**src/rtl/voter_pkg.sv**
```systemverilog
package voter_pkg;
    typedef enum logic [1:0] {
        ST_WAIT = 2'd0,
        ST_OK   = 2'd1,
        ST_DEGR = 2'd2,
        ST_SAFE = 2'd3
    } vote_state_t;
endpackage

```
**src/rtl/voter_match.sv**
```systemverilog
// Counts, for every participating channel, how many participating channels
// (itself included) carry an identical word.
module voter_match #(
    parameter int NUM_CH = 3,
    parameter int DATA_W = 8,
    parameter int CW     = 2
) (
    input  logic [NUM_CH*DATA_W-1:0] data,
    input  logic [NUM_CH-1:0]        elig,
    output logic [NUM_CH*CW-1:0]     agree_cnt
);
    for (genvar gi = 0; gi < NUM_CH; gi++) begin : g_ch
        logic [CW-1:0] cnt;
        always_comb begin
            cnt = '0;
            if (elig[gi]) begin
                for (int j = 0; j < NUM_CH; j++) begin
                    if (elig[j] && data[j*DATA_W +: DATA_W] == data[gi*DATA_W +: DATA_W])
                        cnt = cnt + CW'(1);
                end
            end
        end
        assign agree_cnt[gi*CW +: CW] = cnt;
    end
endmodule

```
**src/rtl/voter_select.sv**
```systemverilog
// Picks the largest agreeing group, rejects ties and short quorums,
// and forms the per-channel disagreement mask.
module voter_select #(
    parameter int NUM_CH    = 3,
    parameter int DATA_W    = 8,
    parameter int CW        = 2,
    parameter int MIN_AGREE = 2
) (
    input  logic [NUM_CH*DATA_W-1:0] data,
    input  logic [NUM_CH-1:0]        elig,
    input  logic [NUM_CH*CW-1:0]     agree_cnt,
    output logic                     win_ok,
    output logic [DATA_W-1:0]        win_data,
    output logic [NUM_CH-1:0]        mask
);
    logic [CW-1:0] best_cnt;
    logic          tie;

    always_comb begin
        best_cnt = '0;
        win_data = data[DATA_W-1:0];
        for (int i = 0; i < NUM_CH; i++) begin
            if (elig[i] && agree_cnt[i*CW +: CW] > best_cnt) begin
                best_cnt = agree_cnt[i*CW +: CW];
                win_data = data[i*DATA_W +: DATA_W];
            end
        end
        tie = 1'b0;
        for (int i = 0; i < NUM_CH; i++) begin
            if (elig[i] && agree_cnt[i*CW +: CW] == best_cnt &&
                data[i*DATA_W +: DATA_W] != win_data)
                tie = 1'b1;
        end
        win_ok = (best_cnt >= CW'(MIN_AGREE)) && !tie;
        for (int i = 0; i < NUM_CH; i++) begin
            mask[i] = win_ok ? (!elig[i] || data[i*DATA_W +: DATA_W] != win_data) : 1'b1;
        end
    end
endmodule

```
**src/rtl/voter_fsm.sv**
```systemverilog
// Operating-condition state machine plus the registered vote results.
module voter_fsm
    import voter_pkg::*;
#(
    parameter int NUM_CH = 3,
    parameter int DATA_W = 8
) (
    input  logic              clk,
    input  logic              rst_n,
    input  logic              vote_stb,
    input  logic              win_ok,
    input  logic [DATA_W-1:0] win_data,
    input  logic [NUM_CH-1:0] mask_in,
    output logic [DATA_W-1:0] voted_data,
    output logic              voted_valid,
    output logic              degraded,
    output logic              safe_state_req,
    output logic [NUM_CH-1:0] disagree_mask
);
    vote_state_t state_q, state_d;

    always_comb begin
        state_d = state_q;
        unique case (state_q)
            ST_WAIT, ST_OK, ST_DEGR: begin
                if (vote_stb) begin
                    if (!win_ok)            state_d = ST_SAFE;
                    else if (mask_in == '0) state_d = ST_OK;
                    else                    state_d = ST_DEGR;
                end
            end
            ST_SAFE: state_d = ST_SAFE;
            default: state_d = ST_SAFE;
        endcase
    end

    always_ff @(posedge clk or negedge rst_n) begin
        if (!rst_n) state_q <= ST_WAIT;
        else        state_q <= state_d;
    end

    always_ff @(posedge clk or negedge rst_n) begin
        if (!rst_n) begin
            voted_data    <= '0;
            disagree_mask <= '0;
        end else if (vote_stb) begin
            disagree_mask <= mask_in;
            voted_data    <= (state_d == ST_SAFE) ? '0 : win_data;
        end
    end

    always_comb begin
        voted_valid    = 1'b0;
        degraded       = 1'b0;
        safe_state_req = 1'b0;
        unique case (state_q)
            ST_WAIT: ;
            ST_OK:   voted_valid = 1'b1;
            ST_DEGR: begin
                voted_valid = 1'b1;
                degraded    = 1'b1;
            end
            ST_SAFE: safe_state_req = 1'b1;
            default: safe_state_req = 1'b1;
        endcase
    end

    assert_safe_sticky_R6: assert property (@(posedge clk) disable iff (!rst_n)
        safe_state_req |=> safe_state_req);
    assert_fail_to_safe_R6: assert property (@(posedge clk) disable iff (!rst_n)
        (vote_stb && !win_ok) |=> (safe_state_req && !voted_valid && voted_data == '0));
    assert_valid_excl_safe_R5: assert property (@(posedge clk) disable iff (!rst_n)
        !(voted_valid && safe_state_req));
    assert_degraded_needs_valid_R5: assert property (@(posedge clk) disable iff (!rst_n)
        degraded |-> (voted_valid && disagree_mask != '0));
    assert_clean_mask_R4: assert property (@(posedge clk) disable iff (!rst_n)
        (voted_valid && !degraded) |-> disagree_mask == '0);
    assert_hold_no_strobe_R3: assert property (@(posedge clk) disable iff (!rst_n)
        !vote_stb |=> ($stable(disagree_mask) && $stable(voted_data)));
endmodule

```
**src/rtl/xy_voter.sv**
```systemverilog
module xy_voter #(
    parameter int NUM_CH    = 3,
    parameter int MIN_AGREE = 2,
    parameter int DATA_W    = 8,
    parameter bit USE_DIAG  = 1'b1
) (
    input  logic                     clk,
    input  logic                     rst_n,
    input  logic                     vote_stb,
    input  logic [NUM_CH*DATA_W-1:0] ch_data,
    input  logic [NUM_CH-1:0]        ch_valid,
    input  logic [NUM_CH-1:0]        ch_diag,
    output logic [DATA_W-1:0]        voted_data,
    output logic                     voted_valid,
    output logic [NUM_CH-1:0]        disagree_mask,
    output logic                     degraded,
    output logic                     safe_state_req
);
    localparam int CW = $clog2(NUM_CH + 1);

    logic [NUM_CH-1:0]    elig;
    logic [NUM_CH*CW-1:0] agree_cnt;
    logic                 win_ok;
    logic [DATA_W-1:0]    win_data;
    logic [NUM_CH-1:0]    mask_c;

    if (USE_DIAG) begin : g_diag
        assign elig = ch_valid & ~ch_diag;
    end else begin : g_nodiag
        assign elig = ch_valid;
    end

    voter_match #(.NUM_CH(NUM_CH), .DATA_W(DATA_W), .CW(CW)) u_match (
        .data(ch_data), .elig(elig), .agree_cnt(agree_cnt)
    );

    voter_select #(.NUM_CH(NUM_CH), .DATA_W(DATA_W), .CW(CW), .MIN_AGREE(MIN_AGREE)) u_select (
        .data(ch_data), .elig(elig), .agree_cnt(agree_cnt),
        .win_ok(win_ok), .win_data(win_data), .mask(mask_c)
    );

    voter_fsm #(.NUM_CH(NUM_CH), .DATA_W(DATA_W)) u_fsm (
        .clk(clk), .rst_n(rst_n), .vote_stb(vote_stb),
        .win_ok(win_ok), .win_data(win_data), .mask_in(mask_c),
        .voted_data(voted_data), .voted_valid(voted_valid),
        .degraded(degraded), .safe_state_req(safe_state_req),
        .disagree_mask(disagree_mask)
    );

    assert_excluded_marked_R1: assert property (@(posedge clk) disable iff (!rst_n)
        (vote_stb && win_ok) |=> ((disagree_mask & $past(~elig)) == $past(~elig)));
endmodule

```
**config.mk**
```make
export PLATFORM = sky130hd
export DESIGN_NAME = xy_voter
export DESIGN_NICKNAME = d
export VERILOG_FILES = /design/src/rtl/voter_pkg.sv /design/src/rtl/voter_match.sv /design/src/rtl/voter_select.sv /design/src/rtl/voter_fsm.sv /design/src/rtl/xy_voter.sv
export SDC_FILE = /design/constraint.sdc
export NUM_CORES = 1
export LEC_CHECK = 0
export BUFFER_PORTS_ARGS = -buffer_cell sky130_fd_sc_hd__buf_4
export CORE_MARGIN = 3
export CORE_UTILIZATION = 51
export DETAILED_ROUTE_END_ITERATION = 7
export GPL_ROUTABILITY_DRIVEN = 0
export HOLD_SLACK_MARGIN = 0.15
export MAX_ROUTING_LAYER = met4
export PLACE_DENSITY = 0.8
export SYNTH_ARGS = -nofsm -noshare
export SYNTH_HDL_FRONTEND = slang
export SYNTH_HIERARCHICAL = 1
export SYNTH_SLANG_ARGS = --single-unit
export TNS_END_PERCENT = 1
```
**constraint.sdc**
```tcl
create_clock -name clk -period 0.97 [get_ports clk]
set_input_delay 0.194 -clock clk [delete_from_list [all_inputs] [get_ports clk]]
set_output_delay 0.194 -clock clk [all_outputs]
set_load 0.02 [all_outputs]
```
Yosys cells after proc, flatten, opt, wreduce, memory -nomap -nowiden. Index checks and enable logic that the tools add are counted. W data, S select, Z words.

Muxes and demuxes: 34. $lt $le $gt $ge: 4. Bitwise gates (word level): 2. Reductions and logical operators: 27. Equal/unequal tests: 16. Add/sub/neg operators: 6.

Operators by type and width (number): $eq A8 B8 Y1 (6); $mux W2 (19); $mux W8 (3); $ne A8 B8 Y1 (3); $logic_and A1 B1 Y1 (16); $add A2 B1 Y2 const B (6); $mux W1 (11); $eq A2 B2 Y1 (3); $eq A2 B2 Y1 const B (3); $gt A2 B2 Y1 (2); $logic_not A1 Y1 (4); $pmux W2 S2 (1); $and A3 B3 Y3 (1); $logic_not A3 Y1 (1); $logic_or A1 B1 Y1 (3); $not A3 Y3 (1); $reduce_or A3 Y1 (1); $eq A2 B1 Y1 const B (1); $ge A2 B2 Y1 const B (1); $gt A2 B1 Y1 const B (1); $logic_not A2 Y1 (1); $reduce_or A2 Y1 (1).

Flip-flop bits (word level): 13. Output and inout bits: 14. Input port bits: 33. Word-level logic and storage cells: 92.

Logic depth before layout (Yosys ltp).
Depth in word-level cells: 34. Gate-level depth with buffers: 27. Gate-level depth less buffers: 21.

Hierarchy. Netlist, hierarchy kept.

Modules (own cells, without submodules): voter_select (area each 1271.2 um^2, cells each 189, instances 1, seq. area each 0.0 um^2); voter_fsm (area each 568.0 um^2, cells each 53, instances 1, seq. area each 325.3 um^2); voter_match (area each 382.9 um^2, cells each 48, instances 1, seq. area each 0.0 um^2); xy_voter (area each 41.3 um^2, cells each 3, instances 1, seq. area each 0.0 um^2).

Worst setup path after synthesis. No wires, ideal clock.

Kind: input port to flip-flop. Start: input ch_data[7]. End: register u_fsm.state_q[1]. Buffers on the path: 5. Path slack: -3956 ps. Stages: 24. Arrival time: 4800 ps. Library setup time: 126 ps. Required time: 844 ps. Cells stage by stage: xor2_1 > nor4_2 > nand4_1 > ha_1 > nor2b_1 > ha_1 > nor2b_4 > buf_6 > o21a_4 > buf_6 > buf_2 > o21ai_0 > ha_1 > a21bo_2 > a21oi_4 > buf_4 > buf_4 > nor3_1 > o32ai_1 > o2111ai_1 > o211ai_1 > nand3_1 > or3_1 > o32a_1.

Elaborated cells on any way between the ends: 67. Those cells by class: add/sub (5); order compare (4); eq/ne (10); mux (29); reduce/logical (19).

RTL lines: from (decl) (line xy_voter.sv:10) `input logic [NUM_CH*DATA_W-1:0] ch_data,`; $eq A8 B8 Y1 * (line voter_match.sv:18) `if (elig[j] && data[j*DATA_W +: DATA_W] == data[gi*DATA_W +: DATA_W])`; $logic_and A1 B1 Y1 * (line voter_match.sv:18); $mux W1 * (line voter_match.sv:18); $mux W2 * (line voter_match.sv:16) `if (elig[gi]) begin`; $add A2 B1 Y2 * (line voter_match.sv:19) `cnt = cnt + CW'(1);`; $mux W2 * (line voter_match.sv:16); $add A2 B1 Y2 (line voter_match.sv:19); $mux W2 * (line voter_match.sv:18); [... 1 more ...]; named net agree_cnt[3] (line xy_voter.sv:22) `logic [NUM_CH*CW-1:0] agree_cnt;`; [... 14 more ...]; $mux W1 * (line voter_select.sv:36) `mask[i] = win_ok ? (!elig[i] || data[i*DATA_W +: DATA_W] != win_data) : 1'b1;`; named net mask_c[2] (line xy_voter.sv:25) `logic [NUM_CH-1:0] mask_c;`; $logic_not A3 Y1 * (line voter_fsm.sv:28) `else if (mask_in == '0) state_d = ST_OK;`; $mux W2 * (line voter_fsm.sv:28); $mux W2 * (line voter_fsm.sv:27) `if (!win_ok) state_d = ST_SAFE;`; $mux W2 * (line voter_fsm.sv:26) `if (vote_stb) begin`; $pmux W2 S2 * (line voter_fsm.sv:24) `unique case (state_q)`; named net u_fsm.state_d[1] (line voter_fsm.sv:20) `vote_state_t state_q, state_d;`; to (signal assigned) (line voter_fsm.sv:39) `else state_q <= state_d;`; to (decl) (line voter_fsm.sv:20).

The timed path passes the listed nets; every way through them passes the cells marked *. The select of a mux whose other input is x is not followed. A chain may end at the register's enable or synchronous reset.

Worst setup path after layout.
Start: input ch_data[7]. End: register u_fsm.state_q[1].

Word-level cells in the longest chain between the ends: 30. Elaborated cells on any way between the ends: 67. Those cells by class: add/sub (5); order compare (4); eq/ne (10); mux (29); reduce/logical (19).

Ends and longest elaborated chain (line): $eq A8 B8 Y1 (voter_match.sv:18); $logic_and A1 B1 Y1 (voter_match.sv:18); $mux W2 (voter_match.sv:18); $mux W2 (voter_match.sv:16); $add A2 B1 Y2 (voter_match.sv:19); $mux W2 * (voter_match.sv:18); $mux W2 * (voter_match.sv:16); named net agree_cnt[0] (xy_voter.sv:22); [... 17 more ...]; $mux W1 * (voter_select.sv:36); named net mask_c[1] (xy_voter.sv:25); $logic_not A3 Y1 * (voter_fsm.sv:28); $mux W2 * (voter_fsm.sv:28); $mux W2 * (voter_fsm.sv:27); $mux W2 * (voter_fsm.sv:26); $pmux W2 S2 * (voter_fsm.sv:24); named net u_fsm.state_d[1] (voter_fsm.sv:20).

Marks and branches as above.

==> impl_metrics.toml <==
[status]
status = "finished with violations"
violations = "setup timing"

[yosys]
synthFlopType = "dfrtp_1"
avgSynthCellArea_um2 = 7.72
synth_cells = 293
netlist-cell-type-count = 61
synth_seq_area_share = 0.144
yosysMostFrequentCell = "xor2_1"
ys_top_cells_by_area = "dfrtp_1, xor2_1, ha_1"
async_reset_ff_frac = 1.00
ys_seq_elements = 13
synth-edff-count = 0
synth_warnings = 6
synthTopCellsByCount = "xor2_1, inv_1, nand2_1"
synth_top_area_frac = 0.144
synth_nets = 335
yosysTopAreaCell = "dfrtp_1"
synth_area_um2 = 2260

[cts]
cts-root-buf = "clkbuf_8"
numCtsBuffers = 3
cts_sinks = 13
insertion_delay_ps = 250
path_clk_slew_ps = 70
htreeDepth = 1
tritoncts = "done"
clock_path_buffers = 2

[sta]
finalHoldViolCount = 0
whs_ps = 252
max_freq_mhz = 204
setup_violations = 23
rsz0062_at_grt = "yes"
min_period_over_period = 5.05
period_needed_ps = 4900
setup_ws_ps = -3930
fin_skew_ps = 9.59
slew_violations = 0
worstMarginPinSlew_ps = 500
relSlewSlack = 0.665

[hold_path]
hold_class = "in2reg"

[global_routing]
overflow = 0
grt_pass1_wl_um = 14000
antenna_found_initial = 0
track_usage = 0.347
grt_pass1_vias = 2975
grt_start_max_net_pins = 22

[detailed_routing]
routed.top_layer = "met4"
wl_met3_um = 1180
vias_per_cell = 6.73
drt-wirelength-per-cell_um = 20.8
drc = 0
wl_met1_um = 3380
ant_nets = 0
vias = 3181
drt_wl_total_um = 9850
dr.pass1.iters = 8
met2_length_um = 4640
drt_iter0_drc = 469

[floorplan]
die_h_um = 72.6
ios = 47
rows = 23
die_w_um = 72.6
die_area_um2 = 5270
start_util = 0.546
core_area_um2 = 4140

[run]
maxCapViolCount = 0

[place]
portBuffers = 46
postPlaceCellArea_um2 = 3280
dp_cells = 461
dp_hpwl_um = 6470

[layout]
fin_area_um2 = 3540
regArea_um2 = 325
fill_cells = 214
multiInputGateArea_um2 = 1900
n_antenna_cell = 0
synthToLayoutAreaGrowth_pct = 56.4
stdcell_count = 473
fin_nets = 466
drive_gt1_frac = 0.452

[power]
power_w = 0.00226
power_density_nw_per_um2 = 639
vdd_drop_max_uv = 713
p_leak_nw = 1.59

[setup_path]
critical_path_arrival_ps = 5040
crit_type = "in2reg"
critPathCaptureType = "flip-flop"
startpoint_type = "primary input"
crit_fanout = 14
worstPathRequired_ps = 1100
==> per-layer routing <==
layer / track usage / vias to the layer above
li1: - / 1349
met1: 0.398 / 1434
met2: 0.590 / 304
met3: 0.0771 / 94
met4: 0.129 / 0
met5: - / -
==> where the power goes <==
group          internal, W  switching, W
logic             0.000560      0.000641
clock network     0.000291      0.000225
registers         0.000542  0.0000000817
total              0.00139      0.000867
==> worst max-delay path: stages <==
cell and delay [ps]:
buf_4 130, xor2_1 180, nor4_2 350, nand4_1 160, ha_1 330, nor2b_2 150, nand2_2 80, inv_2 70
ha_4 190, a21boi_4 200, o211ai_1 150, a21boi_1 160, ha_1 330, a21bo_2 260, a21oi_4 200, buf_6 200
buf_4 130, nor3_1 40, nor3b_1 260, o22ai_2 190, nor4_2 340, nand3_1 160, or3_1 400, o32a_1 170
==> timing repair <==
action / 4_1_cts / 5_1_grt
pin swaps: 15 / 3
resized for setup: 25 / 11
buffers inserted: 4 / 3
setup endpoints to repair: 24 / 27
hold buffers: 1 / 0
endpoints found under the hold margin: 13 / 0
==> path summary, 6_finish.rpt <==
| path | startpoint | end | slack, ps | cells past startpoint |
|---|---|---|---|---|
| max | ch_data[7] | u_fsm/state_q[1]$_DFF_PN0_ | -3930 | 24 |
| min | vote_stb | u_fsm/disagree_mask[2]$_DFFE_PN0P_ | 250 | 2 |
| max reg2reg | u_fsm/state_q[0]$_DFF_PN0_ | u_fsm/voted_data[1]$_DFFE_PN0P_ | -270 | 3 |
| min reg2reg | u_fsm/disagree_mask[2]$_DFFE_PN0P_ | u_fsm/disagree_mask[2]$_DFFE_PN0P_ | 540 | 1 |
| max in group asynchronous | rst_n | u_fsm/voted_data[2]$_DFFE_PN0P_ | 470 | 2 |
| min in group asynchronous | rst_n | u_fsm/disagree_mask[0]$_DFFE_PN0P_ | 320 | 2 |
==> flip-flops by register name (all words and copies together) (netlist names) <==
register             cells
u_fsm/voted_data         8
u_fsm/disagree_mask      3
u_fsm/state_q            2
==> final cells by class <==
| cell class | instances | area share |
|---|---|---|
| multi-input combinational | 242 | 0.537 |
| timing repair buffer | 141 | 0.317 |
| clock buffer | 4 | 0.0127 |
| tap | 50 | 0.0177 |
| inverter | 23 | 0.0244 |
| sequential | 13 | 0.0919 |
==> metrics by stage <==
step / utilization / setup TNS, ps / worst slack, ps
after detailed placement: 0.792 / -54400 / -4250
after floorplan: - / -46720 / -3760
after global placement: 0.792 / -51180 / -4000
after global routing: 0.854 / -53380 / -4130
after CTS: 0.838 / -48130 / -3740
final: 0.854 / -50820 / -3930
==> cell usage in the layout (no fill, tap or decap), drive strengths merged, types with 3 or more instances in the layout <==
master   netlist  layout
a21boi         4       4
a21oi         14      14
nand2b         4       4
o21ai         14      14
nand3          7       7
a211oi         6       6
nand2         22      22
mux2           4       4
a2bb2oi        3       3
inv           23      23
a311oi         3       3
nor2b         11      11
or3            4       4
and3           5       5
nor2          19      19
ha             9       9
nor4           4       4
o2bb2ai        3       3
nand4         11      11
dfrtp         13      13
xnor2          7       7
o211a          3       3
a31oi          5       5
buf           12     140
clkbuf         3       4
o22ai          9       9
xor2          26      26
nor3           8       8
o211ai        10      10
==> cells by family after synthesis <==
family                   share of synthesized area
AND/OR/NAND/NOR                              0.253
adder cells (fa/ha/maj)                     0.0498
AO/OA/AOI/OAI                                0.322
multiplexers                                0.0199
buffers and inverters                       0.0840
flip-flops                                   0.144
XOR/XNOR                                     0.128
No activity file was read; power rests on OpenSTA's default activity.
